==> config.mk <==
export PLATFORM = sky130hd
export DESIGN_NAME = upper_bank_ctrl
export DESIGN_NICKNAME = d
export VERILOG_FILES = /design/src/rtl/ubc_pkg.sv /design/src/rtl/ubc_sw_decode.sv /design/src/rtl/ubc_sw_state.sv /design/src/rtl/ubc_addr_map.sv /design/src/rtl/upper_bank_ctrl.sv
export SDC_FILE = /design/constraint.sdc
export NUM_CORES = 1
export LEC_CHECK = 0
export CAP_MARGIN = 20
export CORE_MARGIN = 2
export CORE_UTILIZATION = 30
export DETAILED_ROUTE_END_ITERATION = 16
export HOLD_SLACK_MARGIN = 0.02
export PLACE_DENSITY = 0.75
export SETUP_SLACK_MARGIN = 0.3
export SKIP_CTS_REPAIR_TIMING = 1
export SLEW_MARGIN = 15
export SYNTH_ARGS = -nofsm -noshare
export SYNTH_HDL_FRONTEND = slang
export SYNTH_SLANG_ARGS = --single-unit
==> constraint.sdc <==
create_clock -name clk -period 2.5 [get_ports clk]
set_input_delay 0.625 -clock clk [delete_from_list [all_inputs] [get_ports clk]]
set_output_delay 0.625 -clock clk [all_outputs]
set_load 0.02 [all_outputs]
==> src/rtl/ubc_pkg.sv <==
package ubc_pkg;
  localparam int ADDR_W = 16;
  localparam int RAM_AW = 14;

  typedef struct packed {
    logic rd_ram;
    logic bank1;
    logic wen;
  } ubc_state_t;

  typedef struct packed {
    logic upd;      // strobed access inside the window
    logic rd_ram;   // read source the access selects
    logic bank1;    // bank the access selects
    logic kill;     // even offset: disable writes, clear count
    logic arm_rd;   // odd offset, read cycle
    logic arm_clr;  // odd offset, write cycle
  } ubc_cmd_t;
endpackage

==> src/rtl/ubc_sw_decode.sv <==
module ubc_sw_decode
  import ubc_pkg::*;
(
  input  logic       hit,
  input  logic       wr,
  input  logic       off_bank,
  input  logic [1:0] off_lo,
  output ubc_cmd_t   cmd
);
  always_comb begin
    cmd.upd     = hit;
    cmd.bank1   = off_bank;
    cmd.rd_ram  = (off_lo == 2'b00) || (off_lo == 2'b11);
    cmd.kill    = hit && !off_lo[0];
    cmd.arm_rd  = hit && off_lo[0] && !wr;
    cmd.arm_clr = hit && off_lo[0] && wr;
  end
endmodule

==> src/rtl/ubc_sw_state.sv <==
module ubc_sw_state
  import ubc_pkg::*;
#(
  parameter int ARM_COUNT = 2
) (
  input  logic       clk,
  input  logic       rst_n,
  input  ubc_cmd_t   cmd,
  output ubc_state_t st_q
);
  localparam int CNT_W = $clog2(ARM_COUNT + 1);
  localparam logic [CNT_W-1:0] CNT_MAX = CNT_W'(ARM_COUNT);

  logic [CNT_W-1:0] cnt_q, cnt_inc;

  assign cnt_inc = (cnt_q == CNT_MAX) ? cnt_q : cnt_q + 1'b1;

  always_ff @(posedge clk) begin
    if (!rst_n) begin
      st_q.rd_ram <= 1'b0;
      st_q.bank1  <= 1'b0;
      st_q.wen    <= 1'b0;
      cnt_q       <= '0;
    end else if (cmd.upd) begin
      st_q.rd_ram <= cmd.rd_ram;
      st_q.bank1  <= cmd.bank1;
      if (cmd.kill) begin
        st_q.wen <= 1'b0;
        cnt_q    <= '0;
      end else if (cmd.arm_clr) begin
        cnt_q <= '0;
      end else if (cmd.arm_rd) begin
        cnt_q <= cnt_inc;
        if (cnt_inc == CNT_MAX) st_q.wen <= 1'b1;
      end
    end
  end


  even_clears_chk: assert property (@(posedge clk) disable iff (!rst_n)
    cmd.upd && cmd.kill |=> !st_q.wen);


  wen_rise_chk: assert property (@(posedge clk) disable iff (!rst_n)
    $rose(st_q.wen) |-> $past(cmd.upd && cmd.arm_rd));


  odd_write_keeps_chk: assert property (@(posedge clk) disable iff (!rst_n)
    cmd.upd && cmd.arm_clr && st_q.wen |=> st_q.wen);
endmodule

==> src/rtl/ubc_addr_map.sv <==
module ubc_addr_map
  import ubc_pkg::*;
#(
  parameter logic [3:0] BANK_NIB = 4'hD
) (
  input  logic              clk,
  input  logic              rst_n,
  input  logic [ADDR_W-1:0] addr,
  input  logic              bank1,
  output logic              upper_hit,
  output logic [RAM_AW-1:0] ram_addr
);
  logic in_bank, in_common;

  assign in_bank   = addr[15:12] == BANK_NIB;
  assign in_common = addr[15:13] == 3'b111;
  assign upper_hit = in_bank || in_common;

  always_comb begin
    if (in_common) ram_addr = {1'b1, addr[12:0]};
    else           ram_addr = {1'b0, bank1, addr[11:0]};
  end


  common_map_chk: assert property (@(posedge clk) disable iff (!rst_n)
    in_common |-> ram_addr[13] && ram_addr[12] == addr[12]);


  bank_map_chk: assert property (@(posedge clk) disable iff (!rst_n)
    in_bank |-> !ram_addr[13] && ram_addr[12] == bank1);
endmodule

==> src/rtl/upper_bank_ctrl.sv <==
module upper_bank_ctrl
  import ubc_pkg::*;
#(
  parameter logic [15:0] WIN_BASE  = 16'hC080,
  parameter int          ARM_COUNT = 2
) (
  input  logic              clk,
  input  logic              rst_n,
  input  logic [15:0]       bus_addr,
  input  logic              bus_wr,
  input  logic              bus_stb,
  output logic              rom_sel,
  output logic              ram_we,
  output logic              bank_sel,
  output logic [13:0]       ram_addr
);
  logic       win_hit, upper_hit;
  ubc_cmd_t   cmd;
  ubc_state_t st;

  assign win_hit = bus_stb && (bus_addr[15:4] == WIN_BASE[15:4]);

  ubc_sw_decode u_dec (
    .hit      (win_hit),
    .wr       (bus_wr),
    .off_bank (bus_addr[3]),
    .off_lo   (bus_addr[1:0]),
    .cmd      (cmd)
  );

  ubc_sw_state #(.ARM_COUNT(ARM_COUNT)) u_state (
    .clk   (clk),
    .rst_n (rst_n),
    .cmd   (cmd),
    .st_q  (st)
  );

  ubc_addr_map u_map (
    .clk       (clk),
    .rst_n     (rst_n),
    .addr      (bus_addr),
    .bank1     (st.bank1),
    .upper_hit (upper_hit),
    .ram_addr  (ram_addr)
  );

  assign rom_sel  = !st.rd_ram;
  assign bank_sel = st.bank1;
  assign ram_we   = bus_stb && bus_wr && upper_hit && st.wen;


  outside_stable_chk: assert property (@(posedge clk) disable iff (!rst_n)
    !win_hit |=> $stable(st));


  we_needs_write_chk: assert property (@(posedge clk) disable iff (!rst_n)
    ram_we |-> bus_wr && bus_stb);
endmodule

==> results of run 1 <==
stage by stage:
stage               setup TNS, ns  utilization (%)  setup WS, ns  area (µm²)  hold slack [ns]
floorplan                       0                -         0.378         419            0.438
global placement           -0.500             55.6        -0.258         723            0.445
detailed placement         -0.639             55.6        -0.277         723            0.459
CTS                        -0.545             57.6        -0.287         749            0.465
global route                    0             61.9         0.310         806            0.496
finish                          0             61.9         0.324         806            0.458
sequential cells by signal, summed over array words and instances (netlist names):
register       cells
u_state.st_q       3
u_state.cnt_q      2
critical path: stages:
cell             delay [ns]
clkdlybuf4s50_1        0.41
or4_1                  0.55
or4_4                  0.46
buf_12                 0.15
mux2i_1                0.11
cells by family after synthesis:
group | Yosys count | share of synthesized area [%]
simple gates | 18 | 26.6
buf+inv | 18 | 29.6
fa+ha+maj | 1 | 2.98
compound gates | 1 | 2.69
flops | 5 | 23.9
xor+xnor | 1 | 2.09
mux | 5 | 12.2
final cells by class:
type / count / area [µm²]
clock buffer: 4 / 26.3
fill: 107 / 495
inverter: 3 / 11.3
multi-input combinational: 26 / 206
sequential: 5 / 100
tap: 15 / 18.8
timing repair buffer: 40 / 443
power breakdown:
| group | leakage, nW | switching (mW) | total, mW | internal (mW) |
|---|---|---|---|---|
| sequential | 0.0402 | 0.00000245 | 0.0800 | 0.0800 |
| combinational | 0.443 | 0.0310 | 0.0784 | 0.0475 |
| clock | 0.0150 | 0.0327 | 0.0930 | 0.0603 |
| total | 0.498 | 0.0636 | 0.251 | 0.188 |
cells in the final DEF (no fill, tap or decap), drive strengths merged:
cell type	n
nor4	1
clkbuf	4
nand2	6
nand4b	2
o221a	1
dfxtp	5
buf	8
inv	3
or2	1
and3	1
dlymetal6s2s	20
nor2	1
ha	1
nand3	2
xnor2	1
mux2i	4
mux2	1
or4b	2
clkdlybuf4s50	12
or4	2
final timing paths:
path	startpoint	to	slack [ns]	cells past startpoint
min	u_state.st_q[2]$_SDFFE_PN0N_	u_state.st_q[2]$_SDFFE_PN0N_	0.46	2
min reg2reg	u_state.st_q[2]$_SDFFE_PN0N_	u_state.st_q[2]$_SDFFE_PN0N_	0.46	2
max	bus_addr[9]	u_state.cnt_q[0]$_SDFFE_PN0P_	0.32	5
max reg2reg	u_state.cnt_q[1]$_SDFFE_PN0P_	u_state.st_q[0]$_SDFFE_PN0P_	0.77	5
metal layers:
layer | GRT usage [%] | up-vias | wire, µm
li1 | - | 214 | -
met1 | 13.4 | 190 | 398
met2 | 23.0 | 21 | 568
met3 | 7.45 | 0 | 72
met4 | 12.1 | 0 | 0
met5 | 0 | - | 0
==> results.json, run 1 <==
{
  "run_status": "completed",
  "synthFlopType": "dfxtp_1",
  "finalHoldViolCount": 0,
  "rows": 13,
  "cts.sinks": 5,
  "layout-drive-gt1-share_pct": 21.8,
  "overflow": 0,
  "worstSetupPathType": "primary input to register",
  "p_total_mw": 0.251,
  "core_um2": 1300,
  "grt_pass1_vias": 386,
  "clockRootBuffer": "clkbuf_4",
  "drcViolationCount": 0,
  "synth_warnings": 0,
  "final_cells": 93,
  "die_w_um": 41.4,
  "drt-wirelength-per-cell_um": 11.2,
  "cp.required_ns": 2.63,
  "setup_viol": 0,
  "synth_area_um2": 419,
  "cp_max_fo": 4,
  "clk_latency_ns": 0.24,
  "dp.cells": 89,
  "portBuffers": 34,
  "synthTopCellsByCount": "buf_4 (13), nand2_1 (6), dfxtp_1 (5), mux2i_1 (4), inv_1 (3)",
  "synthArstFlopShare_pct": 0,
  "synthDistinctLibCells": 21,
  "final_antenna_net_count": 0,
  "grt_max_degree": 10,
  "drtIter0Drc": 2,
  "nets": 100,
  "ys_seq_area_share_pct": 23.9,
  "drt-vias-per-instance": 4.57,
  "synth_seq_cells": 5,
  "p_leak_nw": 0.498,
  "max_cap_viol_count": 0,
  "grt_usage_pct": 14.4,
  "synth_top_cell_area_share_pct": 23.9,
  "clkTransAtPathRegs_ns": 0.04,
  "ir_drop_mv": 0.136,
  "fin_crit_sh_pct": 87.0,
  "fp.dieH_um": 41.4,
  "synth_cells": 49,
  "worstPathArrival_ns": 2.30,
  "clockBufferDepth": 2,
  "slew_headroom_pct": 78.2,
  "antenna_found_initial": 0,
  "diodes": 0,
  "max_freq_mhz": 460,
  "critPathCaptureType": "register",
  "min_period_ns": 2.18,
  "first_pass_iters": 4,
  "area_delta_synth_final_pct": 92.2,
  "synth-edff-count": 0,
  "num_vias": 425,
  "avgSynthCellArea_um2": 8.55,
  "cts_tree": "done",
  "rsz0062_at_grt": "no",
  "numCtsBuffers": 3,
  "io_pins": 37,
  "worstHoldPathType": "register to register",
  "htreeDepth": 1,
  "grt_pass1_wl_mm": 1.51,
  "synth_area_leader_cell": "dfxtp_1",
  "timing.final.max_slew_violations": 0,
  "die-area_um2": 1710,
  "syn_nets": 70,
  "power_density_nw_per_um2": 312,
  "hpwl_um": 820,
  "start_util_pct": 32.2,
  "finalClockSkew_ns": 0.00145,
  "synth.area.top_cells": "dfxtp_1 (24%), buf_4 (23%), mux2i_1 (9.6%)",
  "yosysMostFrequentCell": "buf_4",
  "gp_congestion": 0.688,
  "worstMarginPinSlew_ns": 0.326,
  "routed_wl_mm": 1.04,
  "cp-start-kind": "primary input"
}
No activity file was read; power rests on OpenSTA's default activity.
==> run 2, diff against run 1 <==
--- a/config.mk
+++ b/config.mk
@@ -8,10 +8,11 @@
 export CAP_MARGIN = 20
 export CORE_MARGIN = 2
 export CORE_UTILIZATION = 30
+export CTS_CLUSTER_DIAMETER = 30
 export DETAILED_ROUTE_END_ITERATION = 16
 export HOLD_SLACK_MARGIN = 0.02
 export PLACE_DENSITY = 0.75
-export SETUP_SLACK_MARGIN = 0.3
+export SETUP_SLACK_MARGIN = 0.5
 export SKIP_CTS_REPAIR_TIMING = 1
 export SLEW_MARGIN = 15
 export SYNTH_ARGS = -nofsm -noshare
==> constraint.sdc (replaced) <==
create_clock -name clk -period 2.5 [get_ports clk]
set_input_delay 0.375 -clock clk [delete_from_list [all_inputs] [get_ports clk]]
set_output_delay 0.375 -clock clk [all_outputs]
set_load 0.02 [all_outputs]
==> run 2 against run 1 <==
  * Core utilization shrank 6.8 points
  * Critical path depth shrank 1
  * Sequential share of layout area up 1.5 points
  * First-iteration DRC count grew to 3.5 times the previous value
  * Power is 0.66% lower
  * Clock-buffer cell count unchanged
  * Final cell count is 6.5% lower
  * Critical path type unchanged
  * Global-route usage shrank 1.6 points
  * Clock skew up 0.0013 ns
  * Die area stayed put
  * Via count shrank 7.5%
  * Sequential cell count unchanged
  * Highest routed layer is now met4
==> results.json, run 2 (synthesis gave the netlist of run 1 again) <==
{
  "ir_drop_mv": 0.220,
  "crit_top_cell": "or4_4",
  "grt_usage_pct": 12.8,
  "r2r_end": "u_state.st_q[0]$_SDFFE_PN0P_",
  "finalHoldViolCount": 0,
  "p_leak_nw": 0.361,
  "die_w_um": 41.4,
  "layout-drive-gt1-share_pct": 12.5,
  "portBuffers": 34,
  "startpoint": "bus_addr[9]",
  "power_density_nw_per_um2": 348,
  "met3_usage_pct": 3.19,
  "drcViolationCount": 0,
  "fp.dieH_um": 41.4,
  "dpl_cell_area_um2": 666,
  "clkTransAtPathRegs_ns": 0.04,
  "worstHoldPathType": "register to register",
  "final_area_um2": 717,
  "numCtsBuffers": 3,
  "max_stage_delay_ns": 0.54,
  "drtIter0Drc": 7,
  "worstSetupEndpoint": "u_state.st_q[0]$_SDFFE_PN0P_",
  "setup_viol": 0,
  "cp.depth": 4,
  "grtUsageMet1_pct": 15.3,
  "antenna_found_initial": 0,
  "timing.final.max_slew_violations": 0,
  "dp.cells": 83,
  "grt_pass1_vias": 361,
  "finalClockSkew_ns": 0.00271,
  "switchingPower_mw": 0.0640,
  "core_um2": 1300,
  "grt_pass1_wl_mm": 1.45,
  "p_sw_share_pct": 25.6,
  "final_antenna_net_count": 0,
  "reg_top3": "u_state.st_q (3), u_state.cnt_q (2)",
  "min_period_ns": 1.96,
  "first_pass_iters": 4,
  "start_util_pct": 32.2,
  "setup_tns_ns": 0,
  "rsz0062_at_grt": "yes",
  "internal_power_mw": 0.186,
  "most-common-layout-cells": "clkdlybuf4s50_1 (27), dlymetal6s2s_1 (7), nand2_1 (6), dfxtp_1 (5), mux2i_1 (4)",
  "path_buf_inv": 1,
  "overflow": 0,
  "grt_util_met2_pct": 20.7,
  "cts.sinks": 5,
  "final_common_cell": "clkdlybuf4s50_1",
  "pwr-share-clk_pct": 37.6,
  "cp-start-kind": "primary input",
  "num_vias": 393,
  "area_delta_synth_final_pct": 71.0,
  "seqPwrFrac_pct": 32.0,
  "path_cells": "clkdlybuf4s50_1 > or4_4 > or4_4 > o221a_1",
  "pwr-share-comb_pct": 30.3,
  "clockRootBuffer": "clkbuf_4",
  "clockBufferDepth": 2,
  "cts_tree": "done",
  "path_delay_family": "simple AND/OR/NAND/NOR gates",
  "rrSetupSlack_ns": 0.81,
  "clk_latency_ns": 0.24,
  "final_cells": 87,
  "worstMarginPinSlew_ns": 0.324,
  "io_pins": 37,
  "cp.required_ns": 2.63,
  "max_cap_viol_count": 0,
  "routed_wl_um": 940,
  "fin_crit_sh_pct": 78.6,
  "gp_congestion": 0.687,
  "cp_max_fo": 5,
  "diodes": 0,
  "nets": 94,
  "run_status": "completed",
  "largest_reg_flops": 3,
  "max_freq_mhz": 509,
  "p_total_mw": 0.250,
  "grt-busiest-layer": "met2",
  "slew_headroom_pct": 78.4,
  "r2r_cells": 5,
  "drt-vias-per-instance": 4.52,
  "place_ws_ns": 0.202,
  "die-area_um2": 1710,
  "rows": 13,
  "regMostFlops": "u_state.st_q",
  "hpwl_um": 771,
  "crit-reg2reg-launch": "u_state.cnt_q[0]$_SDFFE_PN0P_",
  "drt-wirelength-per-cell_um": 10.8,
  "fin_ws_ns": 0.535,
  "htreeDepth": 1,
  "grt_max_degree": 10,
  "worstPathArrival_ns": 2.09,
  "crit_slowest_cell": "or4_4",
  "worstSetupPathType": "primary input to register",
  "critPathCaptureType": "register"
}
[run 2: worst min-delay path by stage]
stage / from / to / slack [ns] / cells past startpoint
detailed placement: u_state.st_q[2]$_SDFFE_PN0N_ / u_state.st_q[2]$_SDFFE_PN0N_ / 0.46 / 2
finish: u_state.st_q[2]$_SDFFE_PN0N_ / u_state.st_q[2]$_SDFFE_PN0N_ / 0.46 / 2
CTS: u_state.st_q[2]$_SDFFE_PN0N_ / u_state.st_q[2]$_SDFFE_PN0N_ / 0.46 / 2
floorplan: u_state.st_q[2]$_SDFFE_PN0N_ / u_state.st_q[2]$_SDFFE_PN0N_ / 0.44 / 2
global placement: u_state.cnt_q[0]$_SDFFE_PN0P_ / u_state.cnt_q[0]$_SDFFE_PN0P_ / 0.45 / 2
global route: u_state.st_q[2]$_SDFFE_PN0N_ / u_state.st_q[2]$_SDFFE_PN0N_ / 0.50 / 2
[run 2: final cells by class]
| class | count | area (µm²) |
|---|---|---|
| Sequential cell | 5 | 100 |
| Clock buffer | 4 | 26.3 |
| Multi-Input combinational cell | 26 | 203 |
| Inverter | 3 | 11.3 |
| Fill cell | 134 | 584 |
| Timing Repair Buffer | 34 | 358 |
| Tap cell | 15 | 18.8 |
[run 2: worst register-to-register path, cell delays in order, from the launching register on]
cell and delay (ns):
dfxtp_1 0.33, inv_1 0.05, ha_1 0.28, or4b_2 0.58, nor4_1 0.19, o221a_1 0.21
[run 2: routing by layer]
metal	part of all wire, %	wire length [µm]
met4	2.3	22
met2	45	425
met3	8.9	84
met1	43	407
met5	0	0
[run 2: power groups by stage]
stage | Sequential [mW] | Clock, mW | Combinational (mW)
after detailed placement | 0.0814 | 0 | 0.0757
final | 0.0800 | 0.0940 | 0.0758
after CTS | 0.0800 | 0.0981 | 0.0760
after global placement | 0.0814 | 0 | 0.0746
after floorplan | 0.0814 | 0 | 0.0390
after global routing | 0.0799 | 0.103 | 0.0805
[run 2: through the flow]
step           utilization (%)  hold slack [ns]
2_1_floorplan                -            0.438
3_3_place_gp              51.2            0.450
3_5_place_dp              51.2            0.458
4_1_cts                   53.2            0.464
5_1_grt                   55.1            0.496
6_report                  55.1            0.461
==> run 3, diff against run 2 <==
--- a/config.mk
+++ b/config.mk
@@ -7,11 +7,11 @@
 export LEC_CHECK = 0
 export CAP_MARGIN = 20
 export CORE_MARGIN = 2
-export CORE_UTILIZATION = 30
+export CORE_UTILIZATION = 27
 export CTS_CLUSTER_DIAMETER = 30
 export DETAILED_ROUTE_END_ITERATION = 16
 export HOLD_SLACK_MARGIN = 0.02
-export PLACE_DENSITY = 0.75
+export PLACE_DENSITY = 0.71
 export SETUP_SLACK_MARGIN = 0.5
 export SKIP_CTS_REPAIR_TIMING = 1
 export SLEW_MARGIN = 15
==> constraint.sdc (replaced) <==
create_clock -name clk -period 1.6 [get_ports clk]
set_input_delay 0.24 -clock clk [delete_from_list [all_inputs] [get_ports clk]]
set_output_delay 0.24 -clock clk [all_outputs]
set_load 0.02 [all_outputs]
==> run 3 against run 2 <==
  * Clock power up 49%
  * Die area up 10%
  * Register-to-register slack lost 0.72 ns
  * Combinational power rose by 69%
  * Sequential share of layout area is 1.8 points lower
  * Largest cell class unchanged
  * Largest power group unchanged
  * Routed wire length increased by 24%
==> results.json, run 3 (synthesis gave the netlist of run 1 again) <==
{
  "dpl_cell_area_um2": 728,
  "overflow": 0,
  "clkTransAtPathRegs_ns": 0.04,
  "fin_crit_sh_pct": 96.4,
  "die_w_um": 43.4,
  "wl_met1_um": 392,
  "clockBufferDepth": 2,
  "htreeDepth": 1,
  "most-common-layout-cells": "dlymetal6s2s_1 (23), buf_4 (10), nand2_1 (6)",
  "nets": 103,
  "fin_ws_ns": 0.0583,
  "drt-vias-per-instance": 4.67,
  "grt_pass1_wl_mm": 1.62,
  "hpwl_um": 818,
  "diodes": 0,
  "cp-start-kind": "primary input",
  "cts.sinks": 5,
  "final_area_um2": 857,
  "setup_viol": 0,
  "first_pass_iters": 3,
  "io_pins": 37,
  "drcViolationCount": 0,
  "slew_headroom_pct": 78.5,
  "max_cap_viol_count": 0,
  "final_antenna_net_count": 0,
  "holdWs_ns": 0.322,
  "power_density_nw_per_um2": 458,
  "cts_tree": "done",
  "place_ws_ns": -0.497,
  "cp_max_fo": 4,
  "gp_congestion": 0.679,
  "grt_max_degree": 10,
  "timing.final.max_slew_violations": 0,
  "run_status": "completed",
  "worstHoldPathType": "primary input to register",
  "clockRootBuffer": "clkbuf_4",
  "finalClockSkew_ns": 0.000945,
  "largest_reg_flops": 3,
  "worstSetupPathType": "primary input to register",
  "min_path_cells": 3,
  "worstPathArrival_ns": 1.66,
  "cp.required_ns": 1.72,
  "routed_wl_mm": 1.17,
  "num_vias": 453,
  "critPathCaptureType": "register",
  "clk_latency_ns": 0.23,
  "layout-drive-gt1-share_pct": 43.2,
  "ir_drop_mv": 0.231,
  "rrSetupSlack_ns": 0.09,
  "p_leak_nw": 0.540,
  "r2r_cells": 5,
  "rsz0062_at_grt": "yes",
  "grt_pass1_vias": 435,
  "portBuffers": 34,
  "maxUsedRoutingLayer": "met4",
  "final_common_cell": "dlymetal6s2s_1",
  "die-area_um2": 1880,
  "dr_wl_met2_um": 660,
  "drt-wirelength-per-cell_um": 12.0,
  "start_util_pct": 28.2,
  "grt_usage_pct": 11.4,
  "numCtsBuffers": 3,
  "antenna_found_initial": 0,
  "drtIter0Drc": 2,
  "finalHoldViolCount": 0,
  "core_um2": 1490,
  "min_period_ns": 1.54,
  "reg_top3": "u_state.st_q (3), u_state.cnt_q (2)",
  "fp.dieH_um": 43.4,
  "regMostFlops": "u_state.st_q",
  "rows": 14,
  "wl_met3_um": 90,
  "worstMarginPinSlew_ns": 0.322,
  "max_freq_mhz": 649,
  "area_delta_synth_final_pct": 104
}
==> run 3: stage by stage <==
| stage | total power [mW] | instances | setup TNS, ns | utilization (%) |
|---|---|---|---|---|
| after floorplan | 0.189 | 49 | -0.123 | - |
| after global placement | 0.254 | 90 | -3.36 | 48.9 |
| after detailed placement | 0.255 | 90 | -3.46 | 48.9 |
| after CTS | 0.398 | 94 | -2.26 | 50.7 |
| after global routing | 0.424 | 97 | 0 | 57.6 |
| final | 0.393 | 97 | 0 | 57.6 |
==> run 3: report_power, final <==
part	leakage [nW]	internal, mW	total, mW	switching [mW]
logic	0.483	0.0745	0.128	0.0532
registers	0.0418	0.125	0.125	0.00000386
clock network	0.0150	0.0939	0.140	0.0459
total	0.540	0.293	0.393	0.0991
==> run 3: critical path, cell delays in order <==
cell and delay (ns):
buf_6 0.09, or4b_4 0.52, or4_4 0.55, buf_12 0.15, mux2i_1 0.11
==> run 3: path summary, 6_finish.rpt <==
check                           startpoint                             to
max                            bus_addr[6]  u_state.cnt_q[0]$_SDFFE_PN0P_
min                            bus_addr[3]   u_state.st_q[1]$_SDFFE_PN0N_
max reg2reg  u_state.cnt_q[0]$_SDFFE_PN0P_   u_state.st_q[0]$_SDFFE_PN0P_
min reg2reg  u_state.cnt_q[1]$_SDFFE_PN0P_  u_state.cnt_q[1]$_SDFFE_PN0P_
==> run 3: cell type report <==
class	instances	area, µm²
fillers	120	632
repair buffers	43	458
multi-input cells	26	238
flip-flops and latches	5	104
clock buffers	4	26.3
well taps	16	20.0
inverters	3	11.3
==> run 3: layer usage <==
metal	GRT usage [%]	up-vias
li1	-	220
met1	12.9	200
met2	19.4	31
met3	5.00	2
met4	3.64	0
met5	0	-
